--- src/rtl/mbox_pkg.sv ---
package mbox_pkg;
    localparam logic [7:0] OFF_POP_LO = 8'h80;
    localparam logic [7:0] OFF_POP_HI = 8'h8C;
    localparam logic [7:0] OFF_PEEK   = 8'h90;
    localparam logic [7:0] OFF_STAT   = 8'h98;
    localparam logic [7:0] OFF_CFG    = 8'h9C;

    localparam logic [1:0] SIZE_WORD  = 2'b10;

    localparam int STAT_FULL_BIT  = 31;
    localparam int STAT_EMPTY_BIT = 30;
    localparam int CFG_EN_BIT     = 0;
    localparam int CFG_PEND_BIT   = 4;

    typedef enum logic [2:0] {
        ACC_NONE,
        ACC_POP,
        ACC_PEEK,
        ACC_STAT,
        ACC_CFG_RD,
        ACC_CFG_WR,
        ACC_IGNORE
    } acc_kind_e;
endpackage

--- src/rtl/mbox_decode.sv ---
module mbox_decode
    import mbox_pkg::*;
(
    input  logic       en,
    input  logic       wr,
    input  logic [7:0] off,
    input  logic [1:0] size,
    output acc_kind_e  kind
);
    always_comb begin
        kind = ACC_NONE;
        if (en) begin
            kind = ACC_IGNORE;
            if (size == SIZE_WORD) begin
                if (wr) begin
                    if (off == OFF_CFG) kind = ACC_CFG_WR;
                end else if (off >= OFF_POP_LO && off <= OFF_POP_HI) begin
                    kind = ACC_POP;
                end else if (off == OFF_PEEK) begin
                    kind = ACC_PEEK;
                end else if (off == OFF_STAT) begin
                    kind = ACC_STAT;
                end else if (off == OFF_CFG) begin
                    kind = ACC_CFG_RD;
                end
            end
        end
    end
endmodule

--- src/rtl/mbox_slot_fifo.sv ---
module mbox_slot_fifo #(
    parameter int          DEPTH   = 8,
    parameter int          W       = 32,
    parameter logic [W-1:0] INVALID = '1,
    localparam int         CW      = $clog2(DEPTH + 1)
) (
    input  logic          clk,
    input  logic          rst_n,
    input  logic          push,
    input  logic [W-1:0]  push_data,
    input  logic          pop,
    output logic [W-1:0]  head,
    output logic [CW-1:0] count,
    output logic          full,
    output logic          empty
);
    typedef struct packed {
        logic [DEPTH-1:0][W-1:0] slot;
        logic [CW-1:0]           cnt;
    } fifo_t;

    fifo_t s_d, s_q;
    logic [CW-1:0] wr_idx;

    always_comb begin
        s_d    = s_q;
        wr_idx = s_q.cnt;
        if (pop && s_q.cnt != '0) begin
            for (int i = 0; i < DEPTH - 1; i++) begin
                s_d.slot[i] = s_q.slot[i+1];
            end
            s_d.slot[DEPTH-1] = INVALID;
            wr_idx  = s_q.cnt - 1'b1;
            s_d.cnt = wr_idx;
        end
        if (push && s_q.cnt != CW'(DEPTH)) begin
            for (int i = 0; i < DEPTH; i++) begin
                if (CW'(i) == wr_idx) s_d.slot[i] = push_data;
            end
            s_d.cnt = wr_idx + 1'b1;
        end
    end

    always_ff @(posedge clk) begin
        if (!rst_n) begin
            s_q.cnt <= '0;
            for (int i = 0; i < DEPTH; i++) s_q.slot[i] <= INVALID;
        end else begin
            s_q <= s_d;
        end
    end

    assign head  = s_q.slot[0];
    assign count = s_q.cnt;
    assign full  = (s_q.cnt == CW'(DEPTH));
    assign empty = (s_q.cnt == '0);
endmodule

--- src/rtl/mbox_rx.sv ---
module mbox_rx
    import mbox_pkg::*;
#(
    parameter int          DEPTH   = 8,
    parameter int          AW      = 12,
    parameter logic [31:0] INVALID = 32'hFFFF_FFFF,
    localparam int         CW      = $clog2(DEPTH + 1)
) (
    input  logic          clk,
    input  logic          rst_n,
    input  logic          acc_en,
    input  logic          acc_wr,
    input  logic [AW-1:0] acc_addr,
    input  logic [1:0]    acc_size,
    input  logic [31:0]   acc_wdata,
    output logic [31:0]   rd_data,
    output logic          rd_valid,
    input  logic          push_valid,
    input  logic [31:0]   push_data,
    output logic          push_ready,
    output logic          irq_o
);
    typedef struct packed {
        logic [31:0] rdata;
        logic        rvalid;
        logic        irq_en;
    } regs_t;

    regs_t r_d, r_q;

    acc_kind_e     kind;
    logic [31:0]   fifo_head;
    logic [CW-1:0] fifo_cnt;
    logic          fifo_full;
    logic          fifo_empty;
    logic          pop_req;
    logic          pop_eff;
    logic          push_fire;
    logic          irq_en;
    logic          unused_bits;

    assign unused_bits = ^{acc_addr, acc_wdata[31:1]};

    mbox_decode u_dec (
        .en   (acc_en),
        .wr   (acc_wr),
        .off  (acc_addr[7:0]),
        .size (acc_size),
        .kind (kind)
    );

    assign pop_req    = (kind == ACC_POP);
    assign pop_eff    = pop_req && !fifo_empty;
    assign push_ready = !fifo_full;
    assign push_fire  = push_valid && push_ready;

    mbox_slot_fifo #(
        .DEPTH   (DEPTH),
        .W       (32),
        .INVALID (INVALID)
    ) u_fifo (
        .clk       (clk),
        .rst_n     (rst_n),
        .push      (push_fire),
        .push_data (push_data),
        .pop       (pop_eff),
        .head      (fifo_head),
        .count     (fifo_cnt),
        .full      (fifo_full),
        .empty     (fifo_empty)
    );

    always_comb begin
        r_d        = r_q;
        r_d.rvalid = acc_en && !acc_wr;
        r_d.rdata  = '0;
        unique case (kind)
            ACC_POP:    r_d.rdata = fifo_empty ? INVALID : fifo_head;
            ACC_PEEK:   r_d.rdata = fifo_head;
            ACC_STAT: begin
                r_d.rdata[STAT_FULL_BIT]  = fifo_full;
                r_d.rdata[STAT_EMPTY_BIT] = fifo_empty;
            end
            ACC_CFG_RD: begin
                r_d.rdata[CFG_EN_BIT]   = r_q.irq_en;
                r_d.rdata[CFG_PEND_BIT] = !fifo_empty;
            end
            ACC_CFG_WR: r_d.irq_en = acc_wdata[CFG_EN_BIT];
            default:    r_d.rdata = '0;
        endcase
    end

    always_ff @(posedge clk) begin
        if (!rst_n) begin
            r_q <= '0;
        end else begin
            r_q <= r_d;
        end
    end

    assign irq_en   = r_q.irq_en;
    assign rd_data  = r_q.rdata;
    assign rd_valid = r_q.rvalid;
    assign irq_o    = r_q.irq_en && !fifo_empty;
endmodule

--- config.mk ---
export PLATFORM = sky130hd
export DESIGN_NAME = mbox_rx
export DESIGN_NICKNAME = d
export VERILOG_FILES = /design/src/rtl/mbox_pkg.sv /design/src/rtl/mbox_decode.sv /design/src/rtl/mbox_slot_fifo.sv /design/src/rtl/mbox_rx.sv
export SDC_FILE = /design/constraint.sdc
export NUM_CORES = 1
export LEC_CHECK = 0
export BUFFER_PORTS_ARGS = -buffer_cell sky130_fd_sc_hd__buf_4
export CAP_MARGIN = 20
export CORE_UTILIZATION = 39
export CTS_CLUSTER_DIAMETER = 120
export DETAILED_ROUTE_END_ITERATION = 8
export PLACE_DENSITY_LB_ADDON = 0.15
export SKIP_LAST_GASP = 1
export SLEW_MARGIN = 5
export SYNTH_ARGS = -nofsm -noshare
export SYNTH_HDL_FRONTEND = slang
export SYNTH_SLANG_ARGS = --single-unit
--- constraint.sdc ---
create_clock -name clk -period 3.52 [get_ports clk]
set_input_delay 0.176 -clock clk [delete_from_list [all_inputs] [get_ports clk]]
set_output_delay 0.176 -clock clk [all_outputs]
set_load 0.1 [all_outputs]
==> run_results.csv <==
group,metric,value,unit
synth,synth_flop_cell,"dfxtp_1",
detailed_routing,num_vias,10780,
final_layout,seqCellArea,5886,sq um
timing,worstMarginPinSlew,1.070,ns
critical_path,critPathMaxStageDelay,0.47,ns
synth,synth-seq-area-share,43.77,%
final_layout,layout-drive-gt1-share,13.47,%
detailed_routing,wl_per_cell,18.23,um
final_layout,nNetsFinal,1573,
detailed_routing,dr_wl_met2,14.36,mm
placed_design,gp_congestion,0.8290,
timing,max-slew-margin-rel,28.65,%
clock_tree,clock-sinks,294,
timing,rsz0062_at_grt,"no",
final_layout,multi_input_area,6784,sq um
clock_tree,cts_tree,"yes",
detailed_routing,drt_first_iter_violations,916,
synth,synthCells,1456,
placed_design,hpwlAfterDp,19.77,mm
final_layout,area_growth,16.18,%
power,totalPowerFinal,7.624,mW
floorplanning,rows,67,
synth,synth_xor_area_share,0.2326,%
critical_path,cp_cell_sequence,"inv_1 > ha_1 > nand2b_1 > nor2_1 > nor2_2 > a21oi_1 > inv_1 > ha_1 > nand3_1 > a21oi_2 > buf_4 > a211oi_1 > o21ai_0",
final_layout,diodes,0,
power,p_leak,7.004,nW
timing,slew_viol_final,0,
power,peakVddDrop,269.9,uV
detailed_routing,route.detailed.drc,0,
synth,yosys.area_share.simple,18.44,%
floorplanning,fp.dieW,187.7,um
critical_path,critPathBufInv,3,
floorplanning,start_util,39.90,%
critical_path,critPathLaunchType,"register",
synth,muxShareOfSynthArea,9.604,%
clock_tree,clockBufferDepth,3,
global_route,grt_pass1_vias,10220,
detailed_routing,highest_layer,"met4",
timing,skew,0.01519,ns
clock_tree,path_clk_slew,0.06,ns
synth,synth_compound_area_share,21.33,%
synth,ys_ff_latch,294,
synth,synth_edf_count,0,
critical_path,crit_family,"compound AO/OA/AOI/OAI gates",
critical_path,crit_slowest_cell,"dfxtp_1",
run,maxCapViolations,0,
floorplanning,ios,118,
run_status,status,"completed",
detailed_routing,viasPerCell,5.513,
critical_path,cp-end-kind,"register",
critical_path,worstPathRequired,3.94,ns
critical_path,critPathKind,"register to register",
synth,synth_fa_ha_area_share,0.4653,%
min_path,hold_class,"input pin to register",
floorplanning,die_h,187.7,um
final_layout,fillers,3258,
clock_tree,cts-buffers-inserted,35,
synth,synthDistinctLibCells,56,
timing,setup_viol_count_final,0,
synth,synth_top_family_by_area,"compound AO/OA/AOI/OAI gates",
critical_path,crit_fanout,25,
clock_tree,root_buffer,"clkbuf_16",
timing,fmax,316.4,MHz
detailed_routing,drt.antenna.violating_nets,0,
timing,hold_viol,0,
power,power-per-cell-area,488.1,nW/um^2
synth,syn-num-nets,1544,
detailed_routing,met3WireLength,1.332,mm
floorplanning,die_area,35220,sq um
global_route,overflow,0,
global_route,antenna_found_initial,0,
detailed_routing,first_pass_iters,4,
clock_tree,clock_latency,0.51,ns
clock_tree,cts.htree.levels,2,
critical_path,critPathArrivalTime,3.58,ns
timing,period_share,89.78,%
global_route,grt_max_degree,240,
placed_design,io_buffers,82,
synth,avgSynthCellArea,9.234,sq um
timing,fin_setup_tns,0,ns
floorplanning,core,33700,sq um
synth,async_flop_share,0,%
detailed_routing,drt-total-wl,35.64,mm
synth,ys_warn_count,0,
synth,synth_area,13450,sq um
global_route,grt_pass1_wl,58.27,mm
detailed_routing,wl_met1,19.46,mm
timing,period_minus_slack,3.160,ns
clock_tree,cts_setup_buffers,0,
global_route,grt_use_total,19.84,%
worst paths after layout:
kind | startpoint | to | slack, ns | depth (start not counted)
setup / recovery | u_fifo.count[0] | u_fifo.s_q[159] | 0.36 | 13
hold / removal | push_valid | u_fifo.count[3] | 0.06 | 3
setup reg to reg | u_fifo.count[0] | u_fifo.s_q[159] | 0.36 | 13
hold reg to reg | u_fifo.s_q[252] | u_fifo.s_q[252] | 0.45 | 1
logic make-up (layout without fill, tap and decap cells):
| kind of cell | after synthesis | after routing |
|---|---|---|
| buffers and inverters | 159 | 210 |
| and+or+nand+nor | 472 | 472 |
| muxes | 129 | 129 |
| DFF | 294 | 294 |
| AOI/OAI and AO/OA | 395 | 395 |
| adders and majority gates | 5 | 5 |
| xor gates and xnor gates | 2 | 2 |
per-stage QoR:
stage / setup WS, ns / area (sq um) / cells / hold WS (ns) / utilization [%]
after floorplan: 0.6353 / 13450 / 1456 / 0.2521 / -
after global placement: 0.3911 / 14110 / 1860 / 0.3981 / 41.86
after detailed placement: 0.2099 / 14110 / 1860 / 0.4023 / 41.86
after CTS: 0.1907 / 15620 / 1955 / 0.03850 / 46.35
after global routing: 0.03477 / 15620 / 1955 / 0.06014 / 46.35
final: 0.3598 / 15620 / 1955 / 0.05715 / 46.35
sequential cells by signal, summed over array words and instances (netlist names):
name,cells
rd_valid,1
irq_en,1
u_fifo.s_q,224
u_fifo.head,32
rd_data,32
u_fifo.count,4
layer usage:
layer | track usage, % | vias to the layer above
met5 | 0 | -
met4 | 4.221 | 0
met3 | 2.807 | 38
met2 | 27.76 | 205
met1 | 31.49 | 5120
li1 | - | 5415
layout make-up:
cell class	instances	share of cell area (%)
Inverter	7	0.2002
Sequential cell	294	37.68
Clock inverter	5	0.2002
Timing Repair Buffer	144	7.737
Clock buffer	54	7.169
Multi-Input combinational cell	1003	43.43
Tap cell	448	3.588
power by group:
| part | total [mW] | switching (mW) | leakage (nW) | internal, mW |
|---|---|---|---|---|
| logic | 0.616 | 0.404 | 4.04 | 0.212 |
| clock network | 3.56 | 1.38 | 0.576 | 2.18 |
| registers | 3.45 | 0.0451 | 2.39 | 3.40 |
timing repair:
action	CTS	global route
resized for setup	0	1
hold buffers	36	0
setup endpoints to repair	0	25
hold endpoints to repair	91	0
worst register-to-register path, cell delays in order (launching register included):
cell and delay [ns]:
dfxtp_1 0.47, inv_1 0.14, ha_1 0.23, nand2b_1 0.12, nor2_1 0.08, nor2_2 0.29
a21oi_1 0.17, inv_1 0.12, ha_1 0.24, nand3_1 0.14, a21oi_2 0.40, buf_4 0.38
a211oi_1 0.11, o21ai_0 0.18
layout by cell type (no fill, tap or decap), drive strengths merged, types with 5 or more instances in the layout:
cell type | netlist | routed
dfxtp | 294 | 294
and3 | 226 | 226
a211oi | 226 | 226
nor2 | 199 | 199
mux2i | 129 | 129
buf | 71 | 108
o21ai | 101 | 101
clkbuf | 81 | 54
dlygate4sd3 | 0 | 36
o22a | 32 | 32
a21oi | 13 | 13
nand2 | 12 | 12
nand3 | 8 | 8
inv | 7 | 8
a21o | 6 | 6
ha | 5 | 5
o211ai | 5 | 5
synth_stat cells, drive strengths merged, types with 2 or more instances:
library cell  count  share of area (%)
nor2b             2              0.093
or3               2              0.093
and2              3               0.14
nand4             2               0.20
dfxtp           294                 44
ha                5               0.47
and3            226                 11
clkbuf           81                2.3
inv               7               0.20
mux2i           129                9.6
a21oi            13               0.60
a31oi             3               0.14
nor4              2              0.093
o31ai             2               0.21
a211oi          226                 13
o31a              2               0.13
buf              71                3.7
or4               2               0.11
a21o              6               0.33
o22a             32                2.1
o211ai            5               0.35
nand3             8               0.30
nor3b             2               0.20
nor2            199                5.6
nand2            12               0.39
o21ai           101                3.8
nand2b            4               0.19
(Power assumes the default switching activity.)
